## config.mk

```make
export PLATFORM = sky130hd
export DESIGN_NAME = uart_irq_unit
export DESIGN_NICKNAME = d
export VERILOG_FILES = /design/src/rtl/uart_irq_pkg.sv /design/src/rtl/uart_irq_level_cfg.sv /design/src/rtl/uart_irq_live.sv /design/src/rtl/uart_irq_mask.sv /design/src/rtl/uart_irq_sticky.sv /design/src/rtl/uart_irq_unit.sv
export SDC_FILE = /design/constraint.sdc
export NUM_CORES = 1
export LEC_CHECK = 0
export BUFFER_PORTS_ARGS = -buffer_cell sky130_fd_sc_hd__buf_2
export CAP_MARGIN = 20
export CORE_MARGIN = 5
export CORE_UTILIZATION = 52
export CTS_CLUSTER_SIZE = 16
export DETAILED_ROUTE_END_ITERATION = 7
export PLACE_DENSITY_LB_ADDON = 0.15
export SYNTH_ARGS = -nofsm -noshare
export SYNTH_HDL_FRONTEND = slang
export SYNTH_SLANG_ARGS = --single-unit
```

## constraint.sdc

```tcl
create_clock -name clk -period 2.25 [get_ports clk]
set_input_delay 0.45 -clock clk [delete_from_list [all_inputs] [get_ports clk]]
set_output_delay 0.45 -clock clk [all_outputs]
set_load 0.005 [all_outputs]
```

## src/rtl/uart_irq_pkg.sv

```systemverilog
package uart_irq_pkg;
  localparam int unsigned WORD_W = 16;
  localparam int unsigned NUM_EV = 6;

  // live status word bit positions
  localparam int unsigned LS_RX_TRIG  = 0;
  localparam int unsigned LS_RX_EMPTY = 1;
  localparam int unsigned LS_RX_FULL  = 2;
  localparam int unsigned LS_TX_EMPTY = 3;
  localparam int unsigned LS_TX_FULL  = 4;
  localparam int unsigned LS_TX_TRIG  = 13;

  // sticky register: TX trigger sits apart from its live position
  localparam int unsigned SK_TX_TRIG  = 10;

  // event index -> sticky bit: rx_ovr, frame, parity, rx_tmo, modem, tx_ovr
  localparam int unsigned EV_POS [NUM_EV] = '{5, 6, 7, 8, 9, 12};

  typedef enum logic [2:0] {
    SEL_EN   = 3'd0,
    SEL_DIS  = 3'd1,
    SEL_MASK = 3'd2,
    SEL_STK  = 3'd3,
    SEL_RXL  = 3'd4,
    SEL_TXL  = 3'd5,
    SEL_LIVE = 3'd6
  } reg_sel_e;
endpackage

```

## src/rtl/uart_irq_level_cfg.sv

```systemverilog
module uart_irq_level_cfg
  import uart_irq_pkg::*;
#(
  parameter int unsigned CNT_W   = 7,
  parameter int unsigned RST_LVL = 32
) (
  input  logic                 clk,
  input  logic                 rst_n,
  input  logic                 wr_en,
  input  logic [2:0]           wr_sel,
  input  logic [WORD_W-1:0]    wr_data,
  output logic [CNT_W-1:0]     rx_lvl,
  output logic [CNT_W-1:0]     tx_lvl
);
  logic [CNT_W-1:0] lvl [2];

  for (genvar c = 0; c < 2; c++) begin : g_lvl
    logic             we;
    logic [CNT_W-1:0] lvl_d;
    logic [CNT_W-1:0] lvl_q;

    assign we    = wr_en && (wr_sel == (3'(SEL_RXL) + 3'(c)));
    assign lvl_d = wr_data[CNT_W-1:0];

    always_ff @(posedge clk or negedge rst_n) begin
      if (!rst_n)  lvl_q <= CNT_W'(RST_LVL);
      else if (we) lvl_q <= lvl_d;
    end

    assign lvl[c] = lvl_q;
  end

  assign rx_lvl = lvl[0];
  assign tx_lvl = lvl[1];
endmodule

```

## src/rtl/uart_irq_live.sv

```systemverilog
module uart_irq_live
  import uart_irq_pkg::*;
#(
  parameter int unsigned FIFO_DEPTH = 64,
  parameter int unsigned CNT_W      = 7
) (
  input  logic [CNT_W-1:0]  rx_count,
  input  logic [CNT_W-1:0]  tx_count,
  input  logic [CNT_W-1:0]  rx_lvl,
  input  logic [CNT_W-1:0]  tx_lvl,
  output logic [WORD_W-1:0] live
);
  localparam logic [CNT_W-1:0] FULL_CNT = CNT_W'(FIFO_DEPTH);

  always_comb begin
    live              = '0;
    live[LS_RX_TRIG]  = (rx_count >= rx_lvl);
    live[LS_RX_EMPTY] = (rx_count == '0);
    live[LS_RX_FULL]  = (rx_count == FULL_CNT);
    live[LS_TX_EMPTY] = (tx_count == '0);
    live[LS_TX_FULL]  = (tx_count == FULL_CNT);
    live[LS_TX_TRIG]  = (tx_count >= tx_lvl);
  end
endmodule

```

## src/rtl/uart_irq_mask.sv

```systemverilog
module uart_irq_mask
  import uart_irq_pkg::*;
(
  input  logic              clk,
  input  logic              rst_n,
  input  logic              set_en,
  input  logic              clr_en,
  input  logic [WORD_W-1:0] wr_data,
  output logic [WORD_W-1:0] mask_q
);
  logic [WORD_W-1:0] mask_d;
  logic              mask_ce;

  assign mask_ce = set_en | clr_en;

  always_comb begin
    mask_d = mask_q;
    if (set_en) mask_d = mask_q | wr_data;
    if (clr_en) mask_d = mask_q & ~wr_data;
  end

  always_ff @(posedge clk or negedge rst_n) begin
    if (!rst_n)       mask_q <= '0;
    else if (mask_ce) mask_q <= mask_d;
  end
endmodule

```

## src/rtl/uart_irq_sticky.sv

```systemverilog
module uart_irq_sticky
  import uart_irq_pkg::*;
(
  input  logic              clk,
  input  logic              rst_n,
  input  logic [WORD_W-1:0] live,
  input  logic [NUM_EV-1:0] ev,
  input  logic              clr_en,
  input  logic [WORD_W-1:0] clr_data,
  output logic [WORD_W-1:0] stat_q
);
  logic [WORD_W-1:0] set_w;
  logic [WORD_W-1:0] clr_w;
  logic [WORD_W-1:0] stat_d;
  logic              stat_ce;

  always_comb begin
    set_w             = '0;
    set_w[LS_TX_FULL:LS_RX_TRIG] = live[LS_TX_FULL:LS_RX_TRIG];
    set_w[SK_TX_TRIG] = live[LS_TX_TRIG];
    for (int i = 0; i < NUM_EV; i++) begin
      set_w[EV_POS[i]] = set_w[EV_POS[i]] | ev[i];
    end
  end

  assign clr_w   = clr_en ? clr_data : '0;
  // a set in the clearing cycle dominates
  assign stat_d  = (stat_q & ~clr_w) | set_w;
  assign stat_ce = clr_en | (|set_w);

  always_ff @(posedge clk or negedge rst_n) begin
    if (!rst_n)       stat_q <= '0;
    else if (stat_ce) stat_q <= stat_d;
  end
endmodule

```

## src/rtl/uart_irq_unit.sv

```systemverilog
module uart_irq_unit
  import uart_irq_pkg::*;
#(
  parameter int unsigned FIFO_DEPTH = 64,
  parameter int unsigned CNT_W      = $clog2(FIFO_DEPTH + 1),
  parameter int unsigned RST_LVL    = 32
) (
  input  logic                 clk,
  input  logic                 rst_n,
  input  logic [CNT_W-1:0]     rx_count,
  input  logic [CNT_W-1:0]     tx_count,
  input  logic                 ev_rx_ovr,
  input  logic                 ev_tx_ovr,
  input  logic                 ev_frame,
  input  logic                 ev_parity,
  input  logic                 ev_rx_tmo,
  input  logic                 ev_modem,
  input  logic                 wr_en,
  input  logic [2:0]           wr_sel,
  input  logic [WORD_W-1:0]    wr_data,
  input  logic [2:0]           rd_sel,
  output logic [WORD_W-1:0]    rd_data,
  output logic [WORD_W-1:0]    live_status,
  output logic                 irq
);
  logic [CNT_W-1:0]  rx_lvl;
  logic [CNT_W-1:0]  tx_lvl;
  logic [WORD_W-1:0] mask_q;
  logic [WORD_W-1:0] stat_q;
  logic [NUM_EV-1:0] ev_vec;

  // order matches EV_POS in the package
  assign ev_vec = {ev_tx_ovr, ev_modem, ev_rx_tmo, ev_parity, ev_frame, ev_rx_ovr};

  uart_irq_level_cfg #(.CNT_W(CNT_W), .RST_LVL(RST_LVL)) i_lvl (
    .clk, .rst_n, .wr_en, .wr_sel, .wr_data, .rx_lvl, .tx_lvl
  );

  uart_irq_live #(.FIFO_DEPTH(FIFO_DEPTH), .CNT_W(CNT_W)) i_live (
    .rx_count, .tx_count, .rx_lvl, .tx_lvl, .live(live_status)
  );

  uart_irq_mask i_mask (
    .clk, .rst_n,
    .set_en (wr_en && (wr_sel == SEL_EN)),
    .clr_en (wr_en && (wr_sel == SEL_DIS)),
    .wr_data,
    .mask_q
  );

  uart_irq_sticky i_stk (
    .clk, .rst_n,
    .live     (live_status),
    .ev       (ev_vec),
    .clr_en   (wr_en && (wr_sel == SEL_STK)),
    .clr_data (wr_data),
    .stat_q
  );

  assign irq = |(mask_q & stat_q);

  always_comb begin
    case (rd_sel)
      SEL_MASK: rd_data = mask_q;
      SEL_STK:  rd_data = stat_q;
      SEL_RXL:  rd_data = WORD_W'(rx_lvl);
      SEL_TXL:  rd_data = WORD_W'(tx_lvl);
      SEL_LIVE: rd_data = live_status;
      default:  rd_data = '0;
    endcase
  end
endmodule

```

### Word-level counts from Yosys, hierarchy flattened

Cells that the tools add are included.

* register bits: 46
* latch bits: 0
* memory bits (writable): 0
* ROM bits: 0
* output and inout port bits: 33
* memories kept: 0

* $add $sub $neg: 0
* multipliers: 0
* divide/modulo/power cells: 0
* $lt $le $gt $ge: 2
* equal/unequal tests: 11
* shifts and indexed selects: 0
* multiplexer cells: 4
* bitwise operators: 9
* reductions and logical operators: 12

Operators by type and width (number)
* $pmux 16 s5: 1
* $and 16x16->16: 3
* $mux 16: 3
* $not 16->16: 2
* $or 16x13->16: 1
* $or 16x16->16: 1
* $reduce_or 16->1: 1
* $eq 3x3->1 const B: 5
* $eq 7x7->1 const B: 2
* $ge 7x7->1: 2
* $logic_not 7->1: 2
* $reduce_or 12->1: 1
* $eq 3x2->1 const B: 3
* $logic_and 1x1->1: 5
* $eq 3x1->1 const B: 1
* $logic_not 3->1: 1
* $or 1x1->1: 2
* $reduce_and 2->1: 1
* $reduce_bool 2->1: 1

### Depth between registers and ports, before layout

* depth after elaboration: 6
* mapped depth: 6
* mapped depth without buffers: 6

### Cells and area by module

A second synthesis with hierarchy kept.

* cell total of the unflattened synthesis: 282
* area total of the unflattened synthesis: 3020.4 µm²

By module, submodules not included
* uart_irq_mask: instances 1, cells each 52, area an instance 686.9 µm², seq. area each 400.4 µm²
* uart_irq_unit: instances 1, cells each 87, area an instance 675.6 µm², seq. area each 0.0 µm²
* uart_irq_sticky: instances 1, cells each 46, area an instance 591.8 µm², seq. area each 400.4 µm²
* uart_irq_level_cfg: instances 1, cells each 31, area an instance 575.6 µm², seq. area each 352.8 µm²
* uart_irq_live: instances 1, cells each 66, area an instance 490.5 µm², seq. area each 0.0 µm²

### Worst setup path after synthesis

No wires, ideal clock.

* path type: input -> output
* from: in rx_count[0]
* to: out rd_data[2]
* arrival time: 1.519 ns
* required time: 1.800 ns
* slack: 0.281 ns
* cell stages on the path: 4
* path buffers: 0
* path through: or4_4 > nor4b_4 > a21oi_1 > nor2_1

* longest elaborated chain between the ends: 2

Ends and longest elaborated chain
* start, declared: RTL line uart_irq_unit.sv:10 `input logic [CNT_W-1:0] rx_count,`
* $eq 7x7->1: RTL line uart_irq_live.sv:19 `live[LS_RX_FULL] = (rx_count == FULL_CNT);`
* named net live_status[2]: RTL line uart_irq_unit.sv:23 `output logic [WORD_W-1:0] live_status,`
* $pmux 16 s5: RTL line uart_irq_unit.sv:63 `case (rd_sel)`
* end, declared: RTL line uart_irq_unit.sv:22 `output logic [WORD_W-1:0] rd_data,`

The timed path passes the listed nets, and every way through them passes these cells.

### Worst setup path in the final report

* from: reg i_lvl.g_lvl[1].lvl_q[2], in the netlist i_lvl.tx_lvl[2]
* to: out rd_data[13]

* longest elaborated chain between the ends: 2

Ends and longest elaborated chain
* start, declared: RTL line uart_irq_level_cfg.sv:20 `logic [CNT_W-1:0] lvl_q;`
* start signal, assigned: RTL line uart_irq_level_cfg.sv:26 `if (!rst_n) lvl_q <= CNT_W'(RST_LVL);`
* start signal, assigned: RTL line uart_irq_level_cfg.sv:27 `else if (we) lvl_q <= lvl_d;`
* $ge 7x7->1: RTL line uart_irq_live.sv:22 `live[LS_TX_TRIG] = (tx_count >= tx_lvl);`
* $pmux 16 s5: RTL line uart_irq_unit.sv:63

Every way passes these cells.

==> results.rst <==
.. list-table::
   :header-rows: 1

   * - Metric
     - Value
   * - Status
     - finished with violations
   * - Failing checks
     - setup timing
   * - Library cell with the largest summed area after synthesis
     - sky130_fd_sc_hd__dfrtp_1
   * - Die Wd
     - between 80 and 90 um
   * - Power Dens Cells
     - about 680 nW/um^2
   * - Final-report setup violation count
     - 1
   * - Proportion of register bits with asynchronous set or reset after synthesis
     - between 90% and 100%
   * - Clock edge transition at the registers on the reported setup and hold paths
     - 0.09 ns
   * - Detailed-placement wirelength estimate
     - about 5.2 mm
   * - Avg Synthesized Cell Area
     - around 9.6 um^2
   * - Arrival time at the worst endpoint
     - approximately 1.8 ns
   * - Residual DRC
     - 0
   * - Final clock skew
     - roughly 0.0034 ns
   * - Area fraction of the dominant cell type after synthesis
     - about 41%
   * - Floorplan die area
     - 6730 um^2
   * - Final nets
     - 420
   * - Overall power
     - ~2.3 mW
   * - EDFF count, synth
     - 0
   * - Setup tns final
     - -0.00862 ns
   * - Core area
     - about 5000 um^2
   * - Instance count of the mapped netlist
     - 280
   * - Share of the yosys chip area belonging to registers
     - a little over two fifths
   * - Number of filler instances in the final layout
     - between 400 and 500
   * - # port buffers
     - 67
   * - CTS root buffer
     - sky130_fd_sc_hd__clkbuf_8
   * - Placer's final routability congestion estimate
     - a little over 0.8
   * - Seq cells post-synth
     - 46
   * - Yosys Warn Count
     - 0
   * - Syn Std Cell Area
     - 2700 um^2
   * - H-tree depth
     - 2
   * - Total gr overflow
     - 0
   * - Setup WS pre-CTS
     - 0.0385 ns
   * - Number of DRC violations after detailed-routing iteration 0
     - between 100 and 150
   * - Global-route usage over all layers
     - 22.8%
   * - Series of cell instances along the critical path
     - inv_2, ha_4, a21o_1, a31oi_4, o21ai_2, a32o_1, buf_2
   * - Final Worst Setup Slack
     - -0.00862 ns
   * - CP Capture Type
     - output pin
   * - Leading post-synthesis cells by cell area
     - sky130_fd_sc_hd__dfrtp_1 (41%), sky130_fd_sc_hd__ha_1 (6.5%), sky130_fd_sc_hd__nand2_1 (4.3%)
   * - Unrepaired setup endpoints after global routing
     - yes
   * - Slew Limit Headroom
     - between 60% and 70%
   * - Most common cell in the synthesized netlist
     - sky130_fd_sc_hd__dfrtp_1
   * - Met1 layer usage reported by global route
     - between 30% and 40%
   * - Number of distinct library cells after synthesis
     - 38
   * - I/O pin count
     - between 70 and 80
   * - Routed len/inst
     - roughly 17 um
   * - Via Count
     - 2414
   * - Largest net degree at the start of global routing
     - 27
   * - Kind of path behind the tightest hold check
     - input pin to async pin
   * - Clk buf depth
     - 2
   * - Worst hold slack
     - between 0.1 and 0.15 ns
   * - GR Util met2
     - a little under two fifths
   * - Y dimension of the die
     - between 80 and 90 um
   * - Category of the most critical setup path
     - flop to output pin
   * - Crit share post-route
     - 100%
   * - Clock buffers created by TritonCTS
     - 5
   * - Initial antenna violation count
     - 0
   * - Clock Latency Late Sink
     - about 0.3 ns
   * - Hold violation count in the final report
     - 0
   * - Starting utilization of the core area
     - between 50% and 60%
   * - Inserted Diodes
     - 0
   * - Most heavily used metal layer in global routing
     - met2
   * - Proportion of layout cells with a drive suffix above 1
     - 35.9%
   * - Maximum clock frequency
     - between 0.4 and 0.5 GHz
   * - Post-route minimum period
     - 2.26 ns
   * - Ratio of routed vias to standard cells
     - around 5.6
   * - Actual transition at the worst max-transition pin
     - between 0.5 and 0.6 ns
   * - WP data required
     - approximately 1.8 ns
   * - Max-cap check violation count
     - 0
   * - Crit path launch type
     - flop
   * - Worst vdd ir
     - 475 uV
   * - First drt pass iteration count
     - 4
   * - Largest stage delay on the critical path
     - ~0.4 ns
   * - Number of rows in the core area
     - 26
   * - Final ANT Viol Nets
     - 0
   * - Top cells by count, synth
     - sky130_fd_sc_hd__dfrtp_1 (44), sky130_fd_sc_hd__nand2_1 (31), sky130_fd_sc_hd__o21ai_0 (22)
   * - Final routed wirelength across all metal layers
     - between 7 and 8 mm
   * - Met3 track utilization from global routing
     - about 3.2%
   * - Pins Over Slew Limit
     - 0
   * - Leakage power summed over all cells
     - between 1.5 and 2 nW
   * - Biggest fanout along the worst timing path
     - 2
   * - Signed area change from the synthesized netlist to the final layout
     - 26.4%
   * - CTS tree
     - yes
   * - Vias in the first global route
     - about 2400
   * - Wire length of the first global-routing pass
     - 11.5 mm
   * - Clock sinks
     - 46
   * - Ys flop type
     - sky130_fd_sc_hd__dfrtp_1
   * - Fin util
     - between 60% and 70%
   * - Slowest stage cell, crit path
     - sky130_fd_sc_hd__dfrtp_1
## report_power, final
part | internal (mW) | switching [mW] | leakage (nW)
clock network | 0.219 | 0.297 | 0.0441
logic | 0.385 | 0.355 | 1.05
registers | 0.959 | 0.0932 | 0.533
total | 1.56 | 0.745 | 1.62
## cell usage in the layout (no fill, tap or decap), types with 3 or more instances in the layout
cell | Yosys | routed
sky130_fd_sc_hd__inv_2 | 0 | 4
sky130_fd_sc_hd__nand2_1 | 31 | 31
sky130_fd_sc_hd__buf_4 | 10 | 21
sky130_fd_sc_hd__ha_1 | 14 | 8
sky130_fd_sc_hd__a21oi_1 | 15 | 13
sky130_fd_sc_hd__a22o_1 | 7 | 7
sky130_fd_sc_hd__nor2_1 | 16 | 16
sky130_fd_sc_hd__clkbuf_8 | 0 | 5
sky130_fd_sc_hd__nand4_1 | 5 | 5
sky130_fd_sc_hd__a21o_1 | 14 | 14
sky130_fd_sc_hd__a31oi_1 | 12 | 10
sky130_fd_sc_hd__conb_1 | 1 | 10
sky130_fd_sc_hd__inv_1 | 15 | 11
sky130_fd_sc_hd__buf_6 | 0 | 3
sky130_fd_sc_hd__a21boi_0 | 4 | 4
sky130_fd_sc_hd__a221oi_1 | 8 | 8
sky130_fd_sc_hd__buf_2 | 5 | 64
sky130_fd_sc_hd__o21ai_0 | 22 | 20
sky130_fd_sc_hd__a22oi_1 | 5 | 5
sky130_fd_sc_hd__mux2i_1 | 10 | 10
sky130_fd_sc_hd__mux2_2 | 9 | 9
sky130_fd_sc_hd__dfrtp_1 | 44 | 44
sky130_fd_sc_hd__ha_4 | 0 | 6
sky130_fd_sc_hd__nor2b_1 | 3 | 3
## cell type report
cell class / instances / area, um^2 / share of cell area, %
clock buffers: 5 / 68.8 / 2.02
clock inverters: 3 / 21.3 / 0.624
inverters: 15 / 56.3 / 1.65
multi-input cells: 205 / 1510 / 44.3
flip-flops and latches: 46 / 1150 / 33.8
well taps: 70 / 87.6 / 2.57
repair buffers: 88 / 512 / 15.0
## metrics by stage
step                      cells  cell area (um^2)
after floorplan             289              2730
after global placement      415              3110
final                       432              3410
after detailed placement    415              3110
after global routing        432              3410
after CTS                   428              3320
## logic make-up after synthesis
kind of cell | count (synthesis) | synth area share, %
compound gates | 90 | 21.9
simple gates | 72 | 14.3
flops | 46 | 42.8
buf+inv | 38 | 6.91
mux | 19 | 7.47
fa+ha+maj | 14 | 6.49
other cells | 1 | 0.139
## final timing paths
path                                  from          endpoint  slack, ns  depth (start not counted)
setup / recovery           i_lvl.tx_lvl[2]       rd_data[13]     -0.009                          7
hold / removal                       rst_n   i_stk.stat_q[8]       0.12                          1
setup reg to reg           i_lvl.tx_lvl[2]  i_stk.stat_q[10]       0.60                          8
hold reg to reg                       flop              flop       0.50                          2
max in group asynchronous            rst_n   i_stk.stat_q[0]       1.51                          2
min in group clk                 ev_rx_tmo   i_stk.stat_q[8]       0.32                          2
## layer usage
| metal | wire [um] | part of all wire [%] |
|---|---|---|
| met4 | 94 | 1.3 |
| met1 | 3140 | 44 |
| met3 | 393 | 5.5 |
| met2 | 3510 | 49 |
| met5 | 0 | 0 |
## repair_timing
item,4_1_cts,5_1_grt
resized for setup,12,11
pin swaps,4,11
setup buffers,5,4
hold endpoints to repair,0,0
gates cloned,0,0
hold buffers,0,0
endpoints found under the setup margin,4,5
## critical path: cells and delay by family, from the launching register on
family | cells | cell delay [ns]
fa+ha+maj | 1 | 0.21
flops | 1 | 0.39
compound gates | 4 | 0.70
buf+inv | 2 | 0.22
Power figures use the tool's default switching activity.
